===== src/rtl/fplt_pkg.sv =====
`timescale 1ns/1ps
package fplt_pkg;

    localparam int FP_W        = 32;
    localparam int MASK_W      = 16;
    localparam logic [7:0] CODE_LT_OQ = 8'h11;

    typedef enum logic {
        ST_IDLE   = 1'b0,
        ST_RESULT = 1'b1
    } cmp_state_e;

    function automatic logic fp_is_nan(input logic [FP_W-1:0] v);
        return (v[30:23] == 8'hFF) && (v[22:0] != 23'd0);
    endfunction

    function automatic logic fp_is_snan(input logic [FP_W-1:0] v);
        return fp_is_nan(v) && !v[22];
    endfunction

endpackage


===== src/rtl/fplt_bsel.sv =====
`timescale 1ns/1ps
module fplt_bsel
    import fplt_pkg::*;
#(
    parameter int LANES = 16,
    localparam int VEC_W = LANES * FP_W
) (
    input  logic [VEC_W-1:0] b_in,
    input  logic             bcst_en,
    input  logic [FP_W-1:0]  bcst_val,
    output logic [VEC_W-1:0] b_eff
);

    for (genvar g = 0; g < LANES; g++) begin : g_lane
        assign b_eff[g*FP_W +: FP_W] = bcst_en ? bcst_val : b_in[g*FP_W +: FP_W];
    end

endmodule


===== src/rtl/fplt_lane.sv =====
`timescale 1ns/1ps
module fplt_lane
    import fplt_pkg::*;
(
    input  logic [FP_W-1:0] op_a,
    input  logic [FP_W-1:0] op_b,
    output logic            lt,
    output logic            snan_hit
);

    logic        a_nan, b_nan;
    logic [30:0] a_mag, b_mag;
    logic        mag_lt, mag_gt, both_zero;
    logic        ordered_lt;

    assign a_nan     = fp_is_nan(op_a);
    assign b_nan     = fp_is_nan(op_b);
    assign a_mag     = op_a[30:0];
    assign b_mag     = op_b[30:0];
    assign mag_lt    = a_mag < b_mag;
    assign mag_gt    = a_mag > b_mag;
    assign both_zero = (a_mag == 31'd0) && (b_mag == 31'd0);

    // sign first, then magnitude; two negatives reverse the magnitude order
    always_comb begin
        unique case ({op_a[31], op_b[31]})
            2'b00:   ordered_lt = mag_lt;
            2'b11:   ordered_lt = mag_gt;
            2'b10:   ordered_lt = !both_zero;
            default: ordered_lt = 1'b0;
        endcase
    end

    assign lt       = !(a_nan || b_nan) && ordered_lt;
    assign snan_hit = fp_is_snan(op_a) || fp_is_snan(op_b);

    always_comb begin
        if (a_nan || b_nan) begin
            assert_nan_false_R6: assert (!lt);
        end
        if (both_zero) begin
            assert_signed_zero_R7: assert (!lt);
        end
        if (lt) begin
            assert_lt_not_ge_R1: assert (!(op_a == op_b));
        end
    end

endmodule


===== src/rtl/fplt_ctrl.sv =====
`timescale 1ns/1ps
module fplt_ctrl
    import fplt_pkg::*;
#(
    parameter int LANES = 16,
    localparam int VEC_W  = LANES * FP_W,
    localparam bit SAE_OK = (LANES == MASK_W)
) (
    input  logic              clk,
    input  logic              rst_n,
    input  logic              in_valid,
    input  logic              code_ok,
    input  logic              mask_mode,
    input  logic              wmask_en,
    input  logic [MASK_W-1:0] wmask,
    input  logic              sae_en,
    input  logic [LANES-1:0]  lane_lt,
    input  logic [LANES-1:0]  lane_snan,
    output logic              out_valid,
    output logic [VEC_W-1:0]  vec_res,
    output logic [MASK_W-1:0] mask_res,
    output logic              inv_flag
);

    cmp_state_e state_q, state_d;

    logic [LANES-1:0]  active;
    logic [LANES-1:0]  hit;
    logic [VEC_W-1:0]  vec_d;
    logic [MASK_W-1:0] mask_d;
    logic              flag_d;
    logic              ctl_unused;

    assign ctl_unused = ^wmask;

    assign active = (mask_mode && wmask_en) ? wmask[LANES-1:0] : {LANES{1'b1}};
    assign hit    = lane_lt & active & {LANES{code_ok}};

    for (genvar g = 0; g < LANES; g++) begin : g_vec
        assign vec_d[g*FP_W +: FP_W] = {FP_W{hit[g] && !mask_mode}};
    end

    always_comb begin
        mask_d = '0;
        if (mask_mode) begin
            mask_d[LANES-1:0] = hit;
        end
    end

    assign flag_d = code_ok && (|(lane_snan & active)) && !(SAE_OK && sae_en);

    // next-state logic
    always_comb begin
        state_d = state_q;
        unique case (state_q)
            ST_IDLE:   if (in_valid)  state_d = ST_RESULT;
            ST_RESULT: if (!in_valid) state_d = ST_IDLE;
        endcase
    end

    // state register
    always_ff @(posedge clk or negedge rst_n) begin
        if (!rst_n) state_q <= ST_IDLE;
        else        state_q <= state_d;
    end

    // output registers
    always_ff @(posedge clk or negedge rst_n) begin
        if (!rst_n) begin
            vec_res  <= '0;
            mask_res <= '0;
            inv_flag <= 1'b0;
        end else if (in_valid) begin
            vec_res  <= vec_d;
            mask_res <= mask_d;
            inv_flag <= flag_d;
        end
    end

    assign out_valid = (state_q == ST_RESULT);

    assert_valid_follow_R8: assert property (@(posedge clk) disable iff (!rst_n)
        in_valid |=> out_valid);
    assert_valid_drop_R8: assert property (@(posedge clk) disable iff (!rst_n)
        !in_valid |=> !out_valid);
    assert_hold_R8: assert property (@(posedge clk) disable iff (!rst_n)
        !in_valid |=> ($stable(vec_res) && $stable(mask_res) && $stable(inv_flag)));
    assert_wmask_zero_R4: assert property (@(posedge clk) disable iff (!rst_n)
        (in_valid && mask_mode && wmask_en) |=>
            ((mask_res[LANES-1:0] & ~$past(wmask[LANES-1:0])) == '0));
    assert_vec_form_R2: assert property (@(posedge clk) disable iff (!rst_n)
        (in_valid && !mask_mode) |=> (mask_res == '0));
    assert_mask_form_R3: assert property (@(posedge clk) disable iff (!rst_n)
        (in_valid && mask_mode) |=> (vec_res == '0));

    if (SAE_OK) begin : g_sae_chk
        assert_sae_quiet_R11: assert property (@(posedge clk) disable iff (!rst_n)
            (in_valid && sae_en) |=> !inv_flag);
    end

    if (LANES < MASK_W) begin : g_upper_chk
        assert_upper_clear_R5: assert property (@(posedge clk) disable iff (!rst_n)
            mask_res[MASK_W-1:LANES] == '0);
    end

endmodule


===== src/rtl/fp32_vec_lt_cmp.sv =====
`timescale 1ns/1ps
module fp32_vec_lt_cmp
    import fplt_pkg::*;
#(
    parameter int LANES = 16,
    localparam int VEC_W = LANES * FP_W
) (
    input  logic              clk,
    input  logic              rst_n,
    input  logic              in_valid,
    input  logic [7:0]        pred_code,
    input  logic              mask_mode,
    input  logic              wmask_en,
    input  logic [MASK_W-1:0] wmask,
    input  logic              bcst_en,
    input  logic [FP_W-1:0]   bcst_val,
    input  logic              sae_en,
    input  logic [VEC_W-1:0]  src_a,
    input  logic [VEC_W-1:0]  src_b,
    output logic              out_valid,
    output logic [VEC_W-1:0]  vec_res,
    output logic [MASK_W-1:0] mask_res,
    output logic              inv_flag
);

    logic [VEC_W-1:0] b_eff;
    logic [LANES-1:0] lane_lt;
    logic [LANES-1:0] lane_snan;
    logic             code_ok;

    assign code_ok = (pred_code == CODE_LT_OQ);

    fplt_bsel #(.LANES(LANES)) bsel_i (
        .b_in     (src_b),
        .bcst_en  (bcst_en),
        .bcst_val (bcst_val),
        .b_eff    (b_eff)
    );

    for (genvar g = 0; g < LANES; g++) begin : g_lane
        fplt_lane lane_i (
            .op_a     (src_a[g*FP_W +: FP_W]),
            .op_b     (b_eff[g*FP_W +: FP_W]),
            .lt       (lane_lt[g]),
            .snan_hit (lane_snan[g])
        );

        assert_lane_uniform_R2: assert property (@(posedge clk) disable iff (!rst_n)
            out_valid |-> ((vec_res[g*FP_W +: FP_W] == '0) ||
                           (vec_res[g*FP_W +: FP_W] == '1)));
    end

    fplt_ctrl #(.LANES(LANES)) ctrl_i (
        .clk       (clk),
        .rst_n     (rst_n),
        .in_valid  (in_valid),
        .code_ok   (code_ok),
        .mask_mode (mask_mode),
        .wmask_en  (wmask_en),
        .wmask     (wmask),
        .sae_en    (sae_en),
        .lane_lt   (lane_lt),
        .lane_snan (lane_snan),
        .out_valid (out_valid),
        .vec_res   (vec_res),
        .mask_res  (mask_res),
        .inv_flag  (inv_flag)
    );

    assert_bad_code_R12: assert property (@(posedge clk) disable iff (!rst_n)
        (in_valid && (pred_code != CODE_LT_OQ)) |=>
            ((vec_res == '0) && (mask_res == '0) && !inv_flag));
    assert_bcst_R9: assert property (@(posedge clk) disable iff (!rst_n)
        (in_valid && bcst_en && (src_a == '0)) |=> (inv_flag == $past(fp_is_snan(bcst_val)
            && (pred_code == CODE_LT_OQ) && !(sae_en && LANES == MASK_W)
            && !(mask_mode && wmask_en && wmask[LANES-1:0] == '0))));

endmodule


===== config.mk =====
export PLATFORM = sky130hd
export DESIGN_NAME = fp32_vec_lt_cmp
export DESIGN_NICKNAME = d
export VERILOG_FILES = /design/src/rtl/fplt_pkg.sv /design/src/rtl/fplt_bsel.sv /design/src/rtl/fplt_lane.sv /design/src/rtl/fplt_ctrl.sv /design/src/rtl/fp32_vec_lt_cmp.sv
export SDC_FILE = /design/constraint.sdc
export NUM_CORES = 1
export LEC_CHECK = 0
export ABC_AREA = 1
export BUFFER_PORTS_ARGS = -buffer_cell sky130_fd_sc_hd__buf_2
export CELL_PAD_IN_SITES_DETAIL_PLACEMENT = 0
export CELL_PAD_IN_SITES_GLOBAL_PLACEMENT = 1
export CORE_AREA = 3 3 621 623
export DETAILED_ROUTE_END_ITERATION = 8
export DIE_AREA = 0 0 624 626
export PLACE_DENSITY_LB_ADDON = 0.3
export SYNTH_ARGS = -nofsm -noshare
export SYNTH_HDL_FRONTEND = slang
export SYNTH_SLANG_ARGS = --single-unit

===== constraint.sdc =====
create_clock -name clk -period 3.62 [get_ports clk]
set_input_delay 0.724 -clock clk [delete_from_list [all_inputs] [get_ports clk]]
set_output_delay 0.724 -clock clk [all_outputs]
set_load 0.1 [all_outputs]

# Word-level counts from Yosys, hierarchy flattened
# Index checks and enable logic that the tools add are counted.
# classes
addsub	0
n_mul	0
div_mod_pow	0
order_cmp	32
eq_ne	65
shift	0
muxes	35
bitwise_logic	3
reduce_logical	294
# op_table
operator	n
$logic_not A31 Y1	32
$reduce_bool A23 Y1	32
$mux W32	16
$gt A31 B31 Y1	16
$lt A31 B31 Y1	16
$eq A8 B8 Y1 const B	32
$logic_and A1 B1 Y1	115
$logic_not A1 Y1	66
$eq A2 B2 Y1 const B	32
$and A16 B16 Y16	3
$pmux W1 S3	16
$logic_not A2 Y1	16
$logic_or A1 B1 Y1	32
$mux W16	2
$reduce_or A16 Y1	1
$eq A8 B5 Y1 const B	1
$mux W1	1
# totals
reg_bits	499
latchBits	0
ram_bits	0
romBits	0
inputBits	1087
output_inout_bits	530
word_cells	433
mem_count	0

# Logic depth before layout (Yosys ltp)
# Gate-level depths: netlist (run 1).
# logic_depth
word_depth	9
mapped_depth	20
depth_no_buf	17

# Modules after synthesis
# A second synthesis (run 1) with hierarchy kept.
# hier_totals
cells_unflattened	5474
area_unflattened_um2	30255.3
# modules_own_cells
mod	instances	cells_per_inst	area_each_um2	seq_area_each_um2
fplt_lane (g_lane[0].lane_i ...)	13	227	1232.4	0.0
fplt_ctrl	1	688	5282.6	850.8
fplt_bsel	1	1149	5232.5	0.0
fplt_lane (g_lane[7].lane_i ...)	3	226	1228.7	0.0
fp32_vec_lt_cmp	1	8	32.5	0.0

# Least setup slack after synthesis (run 1)
# OpenSTA, ideal clock, no wires.
# synth_path
path_type	input -> register
from	input port bcst_en
to	register ctrl_i.vec_res[383]
setup_time_ps	122
arrival_time_ps	2762
required_time_ps	3498
path_slack_ps	736
cell_stages	15
n_path_buf	3
cell_sequence	buf_6 > inv_4 > buf_2 > buf_2 > nand2_1 > nand2_1 > inv_1 > ha_1 > nand2_1 > or4_1 > nor2_1 > nand3_1 > a21o_1 > nand3_1 > nand2_1
# synth_between
elab_chain_cells	9
elab_cells_between_ends	19
classes_between	2 x order compare; 3 x eq/ne; 2 x mux; 2 x bitwise; 10 x reduce/logical
# synth_rtl
item	line	rtl
start, declared	fp32_vec_lt_cmp.sv:15	input logic bcst_en,
$mux W32 (*)	fplt_bsel.sv:15	assign b_eff[g*FP_W +: FP_W] = bcst_en ? bcst_val : b_in[g*FP_W +: FP_W];
parallel branches: the longest is 4 deep, another holds $gt A31 B31 Y1	n/a	
$logic_and A1 B1 Y1 (*)	fplt_lane.sv:34	assign lt = !(a_nan || b_nan) && ordered_lt;
$and A16 B16 Y16 (*) (2 in series)	fplt_ctrl.sv:37	assign hit = lane_lt & active & {LANES{code_ok}};
$logic_and A1 B1 Y1 (*)	fplt_ctrl.sv:40	assign vec_d[g*FP_W +: FP_W] = {FP_W{hit[g] && !mask_mode}};
end signal, assigned	fplt_ctrl.sv:74	vec_res <= vec_d;
end, declared	fplt_ctrl.sv:20	output logic [VEC_W-1:0] vec_res,
# Mark *: on every way between the ends.
# A chain may end at the register's enable or synchronous reset.

# Worst setup path in the final report (run 1)
# layout_path
from	input port bcst_en
to	register ctrl_i.mask_res[0]
# layout_between
elab_chain_cells	9
elab_cells_between_ends	19
classes_between	2 x order compare; 3 x eq/ne; 3 x mux; 2 x bitwise; 9 x reduce/logical
# layout_rtl
item	line	rtl
$mux W32 (*)	fplt_bsel.sv:15	
parallel branches: the longest is 4 deep, another holds $gt A31 B31 Y1	n/a	
$logic_and A1 B1 Y1 (*)	fplt_lane.sv:34	
$and A16 B16 Y16 (*) (2 in series)	fplt_ctrl.sv:37	
$mux W16 (*)	fplt_ctrl.sv:45	if (mask_mode) begin
end signal, assigned	fplt_ctrl.sv:75	mask_res <= mask_d;
end, declared	fplt_ctrl.sv:21	output logic [MASK_W-1:0] mask_res,
# Marked as above.

==> run summary, run 1 <==
# IOs - 1,617
global-route usage over all layers - 14.8%
Slowest Stage Delay on Critical Path - 410 ps
Slowest cell on crit path - nor4_4
core area - 0.381 mm2
CP cell instances - buf_2 -> buf_12 -> buf_4 -> buf_4 -> nand2_4 -> buf_12 -> buf_4 -> nand2_1 -> inv_1 -> ha_1 -> nand4_1 -> nor4_4 -> nand4_1 -> a21o_1 -> nand3_1 -> nand2_1
Worst-path clk slew - 90 ps
htree depth - 2
most frequent cell after synthesis - nand2_1
gr ovfl total - 0
most frequent cells after synthesis - 1,446 x nand2_1, 573 x inv_1, 520 x nor2_1, 517 x buf_4, 496 x ha_1
first-pass GRT wire length - 378,000 um
Starting Density - 7.04%
std cell rows - 227
initial antenna violation count - 278
top cells by area, synth - ha_1 23%, nand2_1 20%, buf_4 14%, inv_1 8.0%, nor2_1 7.3%
Main synth FF type - dfrtp_1
MaxCap Viol Count - 0
synth unique cells - 40
clk_lat worst skew - 390 ps
required time worst endpoint - 3880 ps
Hold Path Class - in2async
cells on worst reg2reg path - 3
status - finished clean
R2R setup slack - 2170 ps
gp weighted congestion - 0.868
Die Y - 626 um
Hold Violations, Final - 0
crit share post-route - 97.1%
IR drop worst, VDD - 0.157 mV
sequential area share after synthesis - 3.17%
Via-to-Cell Ratio - 3.27
via count - 37,900
Num CTS Buffers - 5
DR pass1 iterations - 5
Fillers - 45,300
Post-Syn Instances - 4,700
CTS tree - done
Routed WL per cell - 26.2 um
share of cells above drive strength 1 - 37.2%
detailed placement HPWL - 280,000 um
Worst Skew - 0 ps
Slew headroom - 29.8%
Arr. time, crit path - 3780 ps
worst reg2reg path endpoint - ctrl_i.vec_res[479]$_DFFE_PN0P_
area leader, netlist - ha_1
WHS - 456 ps
synth warn - 0
Worst-Margin Slew - 1050 ps
Detailed Route WL - 304,000 um
CTS Hold Bufs - 0
Clock Tree Root - clkbuf_16
Setup crit end kind - register
Power Dens Cells - 144 mW/mm2
Post-DP Area - 0.0435 mm2
Layout area overhead - 63.8%
WS Path Type - in2reg
Synth Register Bits - 34
Chip Width - 624 um
CTS Buffer Depth - 2
mean post-synth cell area - 5.71 um2
top-area cell type share of the netlist area - 23.1%
initial DRC count - 2,216
worst-path maximum fanout - 8
full die area - 0.391 mm2
Min Clock Period, post-route - 3520 ps
RSZ-0062 raised after global routing - false
Post-DRT Antenna Nets - 0
ys async rst share - 100%
vias in the first global route - 37,000
largest net degree at the start of global routing - 52
Setup Viol. Count Final - 0
Max Clock Freq - 284 MHz
PortBufs - 1,616
Design Area, Final - 0.0440 mm2
Setup TNS - 0 ps
Cell Area, Synth - 0.0269 mm2
placed insts - 11,500
Sink Count - 34
startpoint types - input pin
drc violations - 0
nets@finish - 8,010
Static Leakage - 24.6 nW
Mapped Nets - 6,283
worst r2r src - ctrl_i.vec_res[479]$_DFFE_PN0P_
Tot Pwr - 0.00634 W
Post-synth EDFFs - 0
Non-Filler Instances - 11,600
Crit path top cell by count - buf_4
Pins Over Slew Limit - 0
==> cells in the final DEF (no fill, tap or decap), drive strengths merged, types with 57 or more instances in the layout <==
cell type / n
nor2: 520
nand2: 1468
a21oi: 303
nand4: 172
nor4: 62
nand3: 201
nor3: 57
buf: 2313
inv: 583
diode: 105
ha: 496
==> layout make-up <==
class	instances	area, um2	area share (%)
Clock buffer	6	139	0.316
Timing Repair Buffer	2313	14500	33.1
Clock inverter	2	16.3	0.0370
Multi-Input combinational cell	3489	19600	44.7
Antenna cell	105	263	0.598
Inverter	584	2210	5.03
Sequential cell	34	852	1.94
Tap cell	5038	6300	14.3
==> worst max-delay path by stage <==
stage               cells past startpoint     from                               to
finish                                 16  bcst_en   ctrl_i.mask_res[0]$_DFFE_PN0P_
global route                           20  bcst_en  ctrl_i.vec_res[127]$_DFFE_PN0P_
CTS                                    19  bcst_en   ctrl_i.mask_res[9]$_DFFE_PN0P_
detailed placement                     19  bcst_en   ctrl_i.mask_res[9]$_DFFE_PN0P_
global placement                       19  bcst_en   ctrl_i.mask_res[9]$_DFFE_PN0P_
floorplan                              15  bcst_en  ctrl_i.vec_res[383]$_DFFE_PN0P_
==> power breakdown <==
group          switching (W)  leakage [nW]  internal, W
combinational        0.00317          24.1      0.00214
sequential        0.00000114         0.471     0.000381
clock               0.000354        0.0741     0.000282
total                0.00353          24.6      0.00281
==> per-stage QoR <==
step	utilization, %	setup WS, ps
floorplan	-	736
global placement	11.4	-711
detailed placement	11.4	-622
CTS	11.5	54.5
global route	11.5	20.8
finish	11.5	104
==> worst max-delay path: cells and delay by family <==
kind | cells | cell delay, ps
and+or+nand+nor | 7 | 1290
buffers and inverters | 7 | 1130
AOI/OAI and AO/OA | 1 | 310
adders and majority gates | 1 | 290
==> routing by layer <==
layer	global-route usage, %	up-vias	share of wire [%]
met4	3.06	70	2.6
met1	17.6	17500	41
met2	27.9	1494	52
met3	2.02	430	4.5
met5	0	-	0.14
li1	-	18400	-
==> registers in the layout, indices dropped and copies added (netlist names) <==
name	cells
ctrl_i.mask_res	16
ctrl_i.inv_flag	1
ctrl_i.out_valid	1
ctrl_i.vec_res	16
==> what timing repair did <==
item / CTS / global route
resized for setup: 3 / 3
setup endpoints to repair: 4 / 4
buffers inserted: 0 / 1
hold endpoints to repair: 0 / 0
pin swaps: 0 / 0
==> kinds of logic after synthesis <==
family | synth area share, %
AO/OA/AOI/OAI | 9.42
adder cells (fa/ha/maj) | 23.1
buffers and inverters | 24.2
flip-flops | 3.17
AND/OR/NAND/NOR | 40.1
Note: power is estimated with default switching activity, not from simulation.
==> run 2: changes to the inputs <==
--- a/config.mk
+++ b/config.mk
@@ -12,7 +12,8 @@
 export CORE_AREA = 3 3 621 623
 export DETAILED_ROUTE_END_ITERATION = 8
 export DIE_AREA = 0 0 624 626
-export PLACE_DENSITY_LB_ADDON = 0.3
+export GPL_TIMING_DRIVEN = 0
+export PLACE_DENSITY = 0.36
 export SYNTH_ARGS = -nofsm -noshare
 export SYNTH_HDL_FRONTEND = slang
 export SYNTH_SLANG_ARGS = --single-unit
==> run 2 against run 1 <==
Total power grew 1.7%. Non-clock buffer count increased by 5. Maximum frequency down 1.6%. Highest routed layer unchanged. Largest cell class unchanged.
==> run summary, run 2 (synthesis gave the netlist of run 1 again) <==
status - finished clean
Num CTS Buffers - 5
htree depth - 2
Crit path max-delay family - simple AND/OR/NAND/NOR gates
first-pass GRT wire length - 453,000 um
Slowest Stage Delay on Critical Path - 480 ps
share of cells above drive strength 1 - 38.9%
worst-path maximum fanout - 7
Routed WL per cell - 32.3 um
commonest non-fill, non-tap cell in the layout - buf_2
std cell rows - 227
nets@finish - 8,015
Hold Path Class - reg2reg
RSZ-0062 raised after global routing - true
DR pass1 iterations - 5
IR drop worst, VDD - 0.188 mV
required time worst endpoint - 3840 ps
Slowest cell on crit path - a21oi_2
Starting Density - 7.04%
CTS Buffer Depth - 2
CP cell instances - buf_12 -> clkbuf_16 -> nand2_4 -> clkinvlp_4 -> buf_4 -> a21oi_2 -> ha_1 -> nand3_1 -> o221ai_1 -> nand2_1 -> nand2_1 -> nand2_1 -> nand2_1 -> nand2_2 -> nand2_4 -> nand3_1 -> nand2_1
Crit path top cell by count - nand2_1
Max Clock Freq - 280 MHz
Setup TNS - 0 ps
Via-to-Cell Ratio - 3.43
commonest non-fill, non-tap cells in the layout - 1,615 x buf_2, 1,388 x nand2_1, 565 x inv_1, 560 x buf_4, 501 x nor2_1
Worst-path clk slew - 80 ps
full die area - 0.391 mm2
MaxCap Viol Count - 0
drc violations - 0
PortBufs - 1,615
via count - 39,800
Clock Tree Root - clkbuf_16
Slew headroom - 11.0%
detailed placement HPWL - 317,000 um
# IOs - 1,617
Hold Violations, Final - 0
largest net degree at the start of global routing - 35
Pins Over Slew Limit - 0
Post-DRT Antenna Nets - 0
Detailed Route WL - 375,000 um
Layout area overhead - 69.0%
WS Path Type - in2reg
global-route usage over all layers - 18.2%
Die Y - 626 um
Power Dens Cells - 142 mW/mm2
clk_lat worst skew - 330 ps
Final Util - 11.9%
crit share post-route - 98.7%
Setup crit end kind - register
placed insts - 11,400
Worst Skew - 0 ps
initial antenna violation count - 317
startpoint types - input pin
core area - 0.381 mm2
Chip Width - 624 um
Setup Viol. Count Final - 0
Arr. time, crit path - 3790 ps
initial DRC count - 2,613
Min Clock Period, post-route - 3570 ps
top flop regs - ctrl_i.mask_res x16, ctrl_i.vec_res x16
CP Buf/Inv Count - 4
CTS Hold Bufs - 0
gr ovfl total - 0
Static Leakage - 25.2 nW
CTS tree - done
Sink Count - 34
Worst-Margin Slew - 1330 ps
vias in the first global route - 38,800
Non-Filler Instances - 11,600
gp weighted congestion - 0.872
run 2: cell count changes in the layout (fill, tap and decap cells not counted), moves of 11 or more:
cell / before / now
nand2_1: 1433 / 1388
buf_4: 601 / 560
nand2_2: 10 / 45
buf_16: 0 / 30
a21oi_1: 302 / 275
buf_12: 97 / 73
nand2_8: 0 / 24
diode_2: 105 / 124
nor2_1: 519 / 501
a21oi_2: 1 / 18
buf_6: 0 / 16
nand2_4: 25 / 11
buf_8: 0 / 13
nor2_4: 1 / 12
run 2: final timing paths:
| kind | from | end | slack [ps] | depth (start not counted) |
|---|---|---|---|---|
| setup reg to reg | ctrl_i.vec_res[159]$_DFFE_PN0P_ | ctrl_i.vec_res[159]$_DFFE_PN0P_ | 2120 | 2 |
| hold / removal | ctrl_i.mask_res[5]$_DFFE_PN0P_ | ctrl_i.mask_res[5]$_DFFE_PN0P_ | 480 | 2 |
| min in group asynchronous | rst_n | ctrl_i.mask_res[14]$_DFFE_PN0P_ | 660 | 1 |
| hold reg to reg | ctrl_i.mask_res[5]$_DFFE_PN0P_ | ctrl_i.mask_res[5]$_DFFE_PN0P_ | 480 | 2 |
| max in group asynchronous | rst_n | ctrl_i.vec_res[480]$_DFFE_PN0P_ | 2110 | 1 |
| setup / recovery | bcst_en | ctrl_i.vec_res[63]$_DFFE_PN0P_ | 50 | 17 |
run 2: area by class of cell:
class / instances / area, um2
Inverter: 584 / 2240
Clock buffer: 5 / 125
Sequential cell: 34 / 852
Clock inverter: 3 / 45.0
Multi-Input combinational cell: 3489 / 20400
Timing Repair Buffer: 1725 / 9490
Tap cell: 5038 / 6300
Fill cell: 45200 / 336000
Buffer: 593 / 5560
Antenna cell: 124 / 310
run 2: stage by stage:
step	worst slack, ps	area, um2	total power [W]	hold slack (ps)
after floorplan	736	26900	0.00252	428
after global placement	-3250	41200	0.00547	471
after detailed placement	-2700	41500	0.00550	464
after CTS	-37.3	44000	0.00649	486
after global routing	-17.4	45200	0.00699	505
final	45.7	45400	0.00644	481
run 2: repair_timing:
action / 4_1_cts / 5_1_grt
setup endpoints to repair: 33 / 30
gates resized for setup: 410 / 119
pin swaps: 14 / 16
buffers inserted: 56 / 39
gates cloned: 0 / 2
run 2: where the power goes:
part	switching, W	leakage (nW)	total, W	internal, W
logic	0.00370	24.6	0.00546	0.00176
clock network	0.000270	0.0768	0.000597	0.000328
registers	0.00000284	0.471	0.000383	0.000380
run 2: tightest hold or removal path, delay by kind of cell, from the launching register on:
family | cells | cell delay, ps
DFF | 1 | 340
and+or+nand+nor | 2 | 110
run 2: layer usage:
layer  GRT usage (%)  share of wire [%]  vias to the layer above
li1                -                  -                    18500
met2            33.8                 51                     1896
met1            22.0                 40                    18800
met5               0               0.15                        -
met3            1.99                5.0                      542
met4            5.06                3.5                       80
